## src/rtl/irq_agg_pkg.sv

```systemverilog
package irq_agg_pkg;
  localparam int NUM_SRC  = 13;
  localparam int WORD_W   = 16;
  localparam int ADDR_W   = 6;
  localparam int LEVEL_W  = 4;
  localparam logic [LEVEL_W-1:0] LEVEL_IDLE = '1;

  localparam logic [ADDR_W-1:0] OFS_ENABLE  = 6'h00;
  localparam logic [ADDR_W-1:0] OFS_PWROFF  = 6'h30;
  localparam logic [ADDR_W-1:0] OFS_VERSION = 6'h32;
  localparam logic [ADDR_W-1:0] OFS_OUTPORT = 6'h36;
  localparam logic [WORD_W-1:0] VERSION_VAL = 16'h0010;

  // Fixed placement of each priority rank inside the enable/monitor word.
  function automatic int rank_bit(input int rank);
    case (rank)
      0:  rank_bit = 11;
      1:  rank_bit = 9;
      2:  rank_bit = 8;
      3:  rank_bit = 12;
      4:  rank_bit = 10;
      5:  rank_bit = 6;
      6:  rank_bit = 5;
      7:  rank_bit = 4;
      8:  rank_bit = 7;
      9:  rank_bit = 14;
      10: rank_bit = 13;
      11: rank_bit = 0;
      default: rank_bit = 15;
    endcase
  endfunction
endpackage

```

## src/rtl/irq_monitor.sv

```systemverilog
module irq_monitor
  import irq_agg_pkg::*;
#(
  parameter int N_SRC = NUM_SRC,
  parameter int W     = WORD_W
) (
  input  logic [N_SRC-1:0] req,
  output logic [W-1:0]     mon
);
  // Level-following placement of requests into the monitor word.
  always_comb begin
    mon = '0;
    for (int r = 0; r < N_SRC; r++) begin
      mon[rank_bit(r)] = req[r];
    end
  end
endmodule

```

## src/rtl/irq_prio_sel.sv

```systemverilog
module irq_prio_sel
  import irq_agg_pkg::*;
#(
  parameter int N_SRC = NUM_SRC,
  parameter int W     = WORD_W,
  parameter int LW    = LEVEL_W
) (
  input  logic [W-1:0]  mon,
  input  logic [W-1:0]  enable,
  output logic [LW-1:0] level_code
);
  localparam logic [LW-1:0] IDLE = '1;

  logic [W-1:0]  live;
  logic [N_SRC-1:0] part;
  logic [LW-1:0] rank_win;

  assign live = mon & enable;

  genvar g;
  generate
    for (g = 0; g < N_SRC; g++) begin : g_part
      assign part[g] = live[rank_bit(g)];
    end
  endgenerate

  // Scan from worst to best rank so the best participant is kept.
  always_comb begin
    rank_win = IDLE;
    for (int r = N_SRC - 1; r >= 0; r--) begin
      if (part[r]) rank_win = LW'(r);
    end
  end

  assign level_code = rank_win ^ IDLE;
endmodule

```

## src/rtl/irq_bus_regs.sv

```systemverilog
module irq_bus_regs
  import irq_agg_pkg::*;
#(
  parameter int W  = WORD_W,
  parameter int AW = ADDR_W
) (
  input  logic          clk,
  input  logic          rst,
  input  logic [AW-1:0] addr,
  input  logic          wr,
  input  logic [W-1:0]  wdata,
  input  logic          rd,
  output logic [W-1:0]  rdata,
  output logic          rvalid,
  output logic [W-1:0]  enable_q,
  output logic [W-1:0]  pwroff_q,
  output logic [W-1:0]  outport_q
);
  logic [W-1:0] rd_mux;

  always_ff @(posedge clk) begin
    if (rst) begin
      enable_q  <= '0;
      pwroff_q  <= '0;
      outport_q <= '0;
    end else if (wr) begin
      case (addr)
        OFS_ENABLE:  enable_q  <= wdata;
        OFS_PWROFF:  pwroff_q  <= wdata;
        OFS_OUTPORT: outport_q <= wdata;
        default: ;
      endcase
    end
  end

  always_comb begin
    case (addr)
      OFS_ENABLE:  rd_mux = enable_q;
      OFS_PWROFF:  rd_mux = pwroff_q;
      OFS_VERSION: rd_mux = VERSION_VAL;
      OFS_OUTPORT: rd_mux = outport_q;
      default:     rd_mux = '0;
    endcase
  end

  always_ff @(posedge clk) begin
    if (rst) begin
      rvalid <= 1'b0;
      rdata  <= '0;
    end else begin
      rvalid <= rd;
      rdata  <= rd ? rd_mux : '0;
    end
  end

  // read strobe gives exactly one valid cycle next
  a_r6_read_pulse: assert property (@(posedge clk) disable iff (rst)
    rd |=> rvalid);
  a_r6_no_spurious: assert property (@(posedge clk) disable iff (rst)
    !rd |=> (!rvalid && rdata == '0));
  // version constant
  a_r8_version: assert property (@(posedge clk) disable iff (rst)
    (rd && addr == OFS_VERSION) |=> rdata == VERSION_VAL);
  // enable word only moves on its own write
  a_r9_enable_hold: assert property (@(posedge clk) disable iff (rst)
    !(wr && addr == OFS_ENABLE) |=> $stable(enable_q));
endmodule

```

## src/rtl/irq_level_agg.sv

```systemverilog
module irq_level_agg
  import irq_agg_pkg::*;
#(
  parameter int N_SRC = NUM_SRC,
  parameter int W     = WORD_W,
  parameter int AW    = ADDR_W,
  parameter int LW    = LEVEL_W
) (
  input  logic             clk,
  input  logic             rst,
  input  logic [N_SRC-1:0] req_in,
  input  logic [AW-1:0]    bus_addr,
  input  logic             bus_wr,
  input  logic [W-1:0]     bus_wdata,
  input  logic             bus_rd,
  output logic [W-1:0]     bus_rdata,
  output logic             bus_rvalid,
  output logic [LW-1:0]    irl_out,
  output logic [W-1:0]     pwr_off,
  output logic [W-1:0]     out_port
);
  logic [W-1:0]  mon_w;
  logic [W-1:0]  enable_q;
  logic [LW-1:0] level_next;

  irq_monitor #(.N_SRC(N_SRC), .W(W)) u_mon (
    .req (req_in),
    .mon (mon_w)
  );

  irq_bus_regs #(.W(W), .AW(AW)) u_regs (
    .clk       (clk),
    .rst       (rst),
    .addr      (bus_addr),
    .wr        (bus_wr),
    .wdata     (bus_wdata),
    .rd        (bus_rd),
    .rdata     (bus_rdata),
    .rvalid    (bus_rvalid),
    .enable_q  (enable_q),
    .pwroff_q  (pwr_off),
    .outport_q (out_port)
  );

  irq_prio_sel #(.N_SRC(N_SRC), .W(W), .LW(LW)) u_sel (
    .mon        (mon_w),
    .enable     (enable_q),
    .level_code (level_next)
  );

  always_ff @(posedge clk) begin
    if (rst) irl_out <= '0;
    else     irl_out <= level_next;
  end

  // no request anywhere gives idle code next cycle
  a_r4_idle: assert property (@(posedge clk) disable iff (rst)
    !(|req_in) |=> irl_out == '0);
  // best rank enabled wins outright
  a_r3_rank0_top: assert property (@(posedge clk) disable iff (rst)
    (req_in[0] && enable_q[rank_bit(0)]) |=> irl_out == LEVEL_IDLE);
  // codes 1 and 2 are unreachable with ranks 0..12
  a_r3_code_range: assert property (@(posedge clk) disable iff (rst)
    irl_out == '0 || irl_out >= LW'(3));
endmodule

```

## config.mk

```make
export PLATFORM = sky130hd
export DESIGN_NAME = irq_level_agg
export DESIGN_NICKNAME = d
export VERILOG_FILES = /design/src/rtl/irq_agg_pkg.sv /design/src/rtl/irq_monitor.sv /design/src/rtl/irq_prio_sel.sv /design/src/rtl/irq_bus_regs.sv /design/src/rtl/irq_level_agg.sv
export SDC_FILE = /design/constraint.sdc
export NUM_CORES = 1
export LEC_CHECK = 0
export BUFFER_PORTS_ARGS = -buffer_cell sky130_fd_sc_hd__buf_2
export CAP_MARGIN = 25
export CELL_PAD_IN_SITES_DETAIL_PLACEMENT = 0
export CELL_PAD_IN_SITES_GLOBAL_PLACEMENT = 1
export CORE_AREA = 2 2 105 81
export DETAILED_ROUTE_END_ITERATION = 10
export DIE_AREA = 0 0 107 83
export GPL_TIMING_DRIVEN = 0
export HOLD_SLACK_MARGIN = 0.05
export PLACE_DENSITY = 0.8
export SLEW_MARGIN = 10
export SYNTH_ARGS = -nofsm -noshare
export SYNTH_HDL_FRONTEND = slang
export SYNTH_SLANG_ARGS = --single-unit
```

## constraint.sdc

```tcl
create_clock -name clk -period 1.8 [get_ports clk]
set_clock_uncertainty 0.2 [all_clocks]
set_input_delay 0.18 -clock clk [delete_from_list [all_inputs] [get_ports clk]]
set_output_delay 0.18 -clock clk [all_outputs]
set_load 0.1 [all_outputs]
```

======== Word-level counts from Yosys, hierarchy flattened ========
Index checks and enable logic that the tools add are counted.
word-level totals
  bits of input ports ..................... 39
  output and inout bits ................... 53
  bits in writable memories ............... 0
  memories kept ........................... 0
  ROM bits ................................ 0
  register bits ........................... 69
  word-level logic and storage cells ...... 31
  latch bits .............................. 0
operators by class
  div/mod/pow operators ................... 0
  order comparisons ....................... 0
  $mul .................................... 0
  reduce and logical (&&, ||, !) cells .... 5
  bitwise logic cells ..................... 3
  shift operators ......................... 0
  multiplexer cells ....................... 14
  equality and inequality tests ........... 3
  add/sub/neg operators ................... 0
operator list
  cell                                    count
  16-bit one-hot mux with 4 select lines  1
  4-bit two-way mux                       8
  6-bit == test, second input constant    3
  16-bit bitwise AND                      1
  3-bit two-way mux                       4
  6-bit logical NOT                       1
  2-bit AND reduction                     3
  4-bit NOT                               1
  2-bit two-way mux                       1
  2-bit OR reduction                      1
  1-bit NOT                               1

======== Longest topological paths before layout ========
  depth in word-level cells ............... 15
  mapped depth ............................ 6
  mapped depth without buffers ............ 4

======== Modules after synthesis ========
Synthesis repeated with hierarchy kept, for this count alone.
unflattened totals
  cells, all modules ...................... 398
  area, all modules ....................... 3343.2 um^2
by module, submodules not included
  module         seq. area each (um^2)  cells each  instances  area an instance (um^2)
  irq_bus_regs   1301.2                 341         1          2934.1
  irq_prio_sel   0.0                    32          1          180.2
  irq_monitor    0.0                    17          1          123.9
  irq_level_agg  80.1                   8           1          105.1

======== Least setup slack after synthesis ========
Ideal clock, no wire load.
  kind .................................... flip-flop to flip-flop
  start ................................... reg u_regs.outport_q[4]
  end ..................................... reg u_regs.rdata[4]
  period minus slack after synthesis ...... 1649 ps
  required time ........................... 1527 ps
  setup time .............................. 73 ps
  setup slack ............................. 151 ps
  cell stages (with the launch flop) ...... 4
  data arrival time ....................... 1376 ps
  buffers on the path ..................... 0
  cell sequence ........................... dfxtp_1 nand2b_1 a32oi_1 a21oi_1
on the way
  word-level cells in the longest chain between the ends .. 1
ends and longest elaborated chain
  item                                    RTL line            RTL
  start: declaration                      irq_bus_regs.sv:17  output logic [W-1:0] outport_q
  start signal: assignment                irq_bus_regs.sv:30  OFS_OUTPORT: outport_q <= wdata;
  16-bit one-hot mux with 4 select lines  irq_bus_regs.sv:37  case (addr)
  end signal: assignment                  irq_bus_regs.sv:52  rdata <= rd ? rd_mux : '0;
  end: declaration                        irq_bus_regs.sv:13  output logic [W-1:0] rdata,
No other way between the ends.
A chain may end at the register's enable or synchronous reset.

======== Worst setup path in the final report ========
  start ................................... in bus_addr[1]
  end ..................................... reg u_regs.pwroff_q[9]
on the way
  word-level cells in the longest chain between the ends .. 2
ends and longest elaborated chain
  item                                  RTL line             RTL
  start: declaration                    irq_level_agg.sv:12  input logic [AW-1:0] bus_addr,
  6-bit == test                         irq_bus_regs.sv:27   case (addr)
  2-bit AND reduction (no source line)  -
  end signal: assignment                irq_bus_regs.sv:29   OFS_PWROFF: pwroff_q <= wdata;
  end: declaration                      irq_bus_regs.sv:16   output logic [W-1:0] pwroff_q,
No other way between the ends.

==> results.py <==
metrics = {
    "drt": {
        "met3_length_um": 991,
        "met2_length_mm": 4.12,
        "first_iter_violations": 230,
        "wirelength_mm": 9.19,
        "wl_met1_mm": 3.98,
        "vias_per_cell": 5.33,
        "vias": 2953,
        "highest_layer": "met4",
        "ant_nets": 0,
        "drt_first_pass_iters": 7,
        "drc": 0,
        "wl_per_cell_um": 16.6,
    },
    "logic_synthesis": {
        "synthMuxAreaShare_pct": 0,
        "synthXorXnorAreaFrac_pct": 0,
        "synth_compound_area_share_pct": 20.7,
        "synthAdderAreaFrac_pct": 0,
        "synth-seq-area-share_pct": 51.3,
        "synth_seq_cells": 69,
        "syn_inst": 320,
        "synth_top_family_by_area": "simple AND/OR/NAND/NOR gates",
        "synth_cell_types": 30,
        "ys_warn_count": 0,
        "synth_area_um2": 2690,
        "syn_nets": 359,
        "synthSimpleGateAreaFrac_pct": 23.4,
        "syn-mean-instance-area_um2": 8.41,
    },
    "timing": {
        "period_needed_ps": 1660,
        "tightestPinTransition_ps": 608,
        "hold_violations": 0,
        "drv_slew": 0,
        "hold_ws_ps": 77.0,
        "rsz0062_at_grt": "no",
        "setup_tns_ps": 0,
        "setup_violations": 0,
        "maxSlewHeadroom_pct": 59.5,
        "fmax_ghz": 0.604,
        "final.period_utilization_pct": 92.1,
        "layout_setup_ws_ps": 143,
    },
    "critical_path": {
        "critPathTopFamily": "simple AND/OR/NAND/NOR gates",
        "crit_path_end": "u_regs.pwroff_q[9]",
        "worstPathCellList": "buf_2 -> nor4_1 -> nand4_1 -> clkbuf_1 -> nand2_1 -> a21oi_1",
        "startpoint": "bus_addr[1]",
        "timing.rr.end": "irl_out[1]",
        "path_buf_inv": 2,
        "r2r_setup_slack_ps": 350,
        "reg2reg_depth": 4,
        "cp_max_fo": 10,
        "critical_path_depth": 6,
        "crit_path_end_kind": "flop",
        "slowest_stage": "clkbuf_1",
        "crit_type": "input pin to flop",
        "max_stage_delay_ps": 390,
        "r2r-start": "u_regs.enable_q[5]",
        "critPathLaunchType": "input pin",
        "required_ps": 1800,
        "critPathArrivalTime_ps": 1660,
    },
    "placed_design": {
        "place.gp.congestion": 0.829,
        "io_buffers": 89,
        "place_ws_ps": -279,
        "dp_hpwl_mm": 6.49,
        "place_inst": 514,
    },
    "clocking": {
        "tritoncts": "done",
        "cts_buffer_depth": 2,
        "path_clk_slew_ps": 70,
        "cts_sinks": 69,
        "post_cts_buffers": 0,
        "clock-root-buffer": "clkbuf_8",
        "h-tree-depth": 3,
        "cts_buffers": 9,
        "worstSkewPairLatency_ps": 340,
    },
    "layout": {
        "nNetsFinal": 483,
        "syn2layout_area_growth_pct": 39.5,
        "fill_cells": 793,
        "multi_input_area_um2": 1190,
        "final-seq-area_um2": 1380,
        "diodes": 0,
        "drive_above_1_share_pct": 26.3,
        "finalNonFillerCells": 554,
    },
    "pwr": {
        "seq_power_share_pct": 46.7,
        "p_per_area_nw_per_um2": 876,
        "p_comb_share_pct": 7.2,
        "power.leakage_nw": 1.48,
        "p_int_mw": 2.55,
        "ir_drop_v": 0.000424,
        "clockPowerShare_pct": 46.1,
        "power_mw": 3.29,
        "switching_share_pct": 22.5,
        "p_sw_mw": 0.741,
    },
    "die": {
        "dieArea_um2": 8880,
        "die_width_um": 107,
        "pin_count": 92,
        "initial_utilization_pct": 34.4,
        "rows": 28,
        "die_y_um": 83,
        "core_um2": 7810,
    },
    "global_routing": {
        "grt.total_usage_pct": 21.9,
        "overflow": 0,
        "grt_pass1_wl_mm": 15.1,
        "grt_pass1_vias": 2873,
        "grt_max_degree": 12,
        "antenna_found_initial": 0,
    },
    "job": {
        "drv_cap": 0,
    },
    "outcome": {
        "outcome": "finished clean",
    },
    "min_path": {
        "hold_path.class": "input pin to flop",
    },
}
-- worst min-delay path: cells and delay by family --
kind            cells  cell delay (ps)
buf+inv             1              110
compound gates      2              230
simple gates        1               80
-- power groups by stage --
stage / logic, mW / clock network [mW] / registers [mW]
after floorplan: 0.0596 / 0 / 1.61
after global placement: 0.194 / 0 / 1.57
after detailed placement: 0.194 / 0 / 1.57
after CTS: 0.235 / 1.54 / 1.54
after global routing: 0.254 / 1.62 / 1.54
final: 0.237 / 1.51 / 1.54
-- logic make-up after synthesis --
kind of cell	count (synthesis)
DFF	69
AOI/OAI and AO/OA	85
and+or+nand+nor	140
buffers and inverters	26
-- how the worst min path moves through the flow --
stage	cells past startpoint	end	slack, ps	startpoint
final	4	irl_out[0]	80	req_in[4]
after global routing	4	irl_out[0]	80	req_in[4]
after CTS	4	irl_out[0]	60	req_in[4]
after detailed placement	2	u_regs.enable_q[3]	250	u_regs.enable_q[3]
after global placement	2	u_regs.enable_q[1]	250	u_regs.enable_q[1]
after floorplan	2	u_regs.enable_q[1]	130	bus_wdata[1]
-- synthesized netlist by cell type (all sizes together) --
master / number / area (µm²)
or4: 1 / 11.3
dfxtp: 69 / 1380
a221oi: 1 / 8.76
a21oi: 52 / 260
o211ai: 2 / 15.0
nor3: 1 / 16.3
nand2: 61 / 229
o2bb2ai: 1 / 8.76
nor2b: 1 / 6.26
nor2: 20 / 77.6
a32o: 1 / 10.0
o21ai: 1 / 5.00
a222oi: 16 / 160
nand4: 2 / 12.5
a22o: 4 / 35.0
and3: 2 / 12.5
or3: 1 / 6.26
a31oi: 2 / 12.5
o31ai: 1 / 7.51
clkbuf: 17 / 63.8
a32oi: 2 / 17.5
nor4: 1 / 6.26
nand2b: 1 / 6.26
a311oi: 1 / 8.76
buf: 9 / 60.1
a22oi: 1 / 7.51
nand3: 49 / 245
-- layer usage --
| metal | vias to the layer above | GRT usage, % |
|---|---|---|
| li1 | 1412 | - |
| met1 | 1361 | 30.0 |
| met2 | 170 | 33.9 |
| met3 | 10 | 6.12 |
| met4 | 0 | 5.90 |
| met5 | - | 0 |
-- state kept, by name (all words and copies together) (netlist names) --
register	count
u_regs.rvalid	1
u_regs.rdata	16
irl_out	4
u_regs.outport_q	16
u_regs.enable_q	16
u_regs.pwroff_q	16
-- metrics by stage --
| step | cell area [µm²] | util, % |
|---|---|---|
| 4_1_cts | 3750 | 48.0 |
| 6_report | 3750 | 48.0 |
| 3_3_place_gp | 3270 | 41.8 |
| 5_1_grt | 3750 | 48.0 |
| 3_5_place_dp | 3270 | 41.8 |
| 2_1_floorplan | 2690 | - |
-- final cells by class --
type	instances	area share, %
well taps	105	3.50
repair buffers	113	18.3
clock inverters	3	1.73
flip-flops and latches	69	36.8
clock buffers	13	4.77
plain buffers	26	3.33
multi-input cells	225	31.6
-- cell usage in the layout (no fill, tap or decap), drive strengths merged, types with 4 or more instances in the layout --
master	netlist	final
a21oi	52	52
a222oi	16	16
a22o	4	4
buf	9	98
clkbuf	17	30
dfxtp	69	69
dlygate4sd3	0	24
nand2	61	61
nand3	49	49
nor2	20	20
-- timing repair --
action                                 in CTS  in global routing
endpoints found under the hold margin      53                  0
resized for setup                           0                  2
setup endpoints to repair                   0                 10
hold buffers                               24                  0
(Power assumes the default switching activity.)
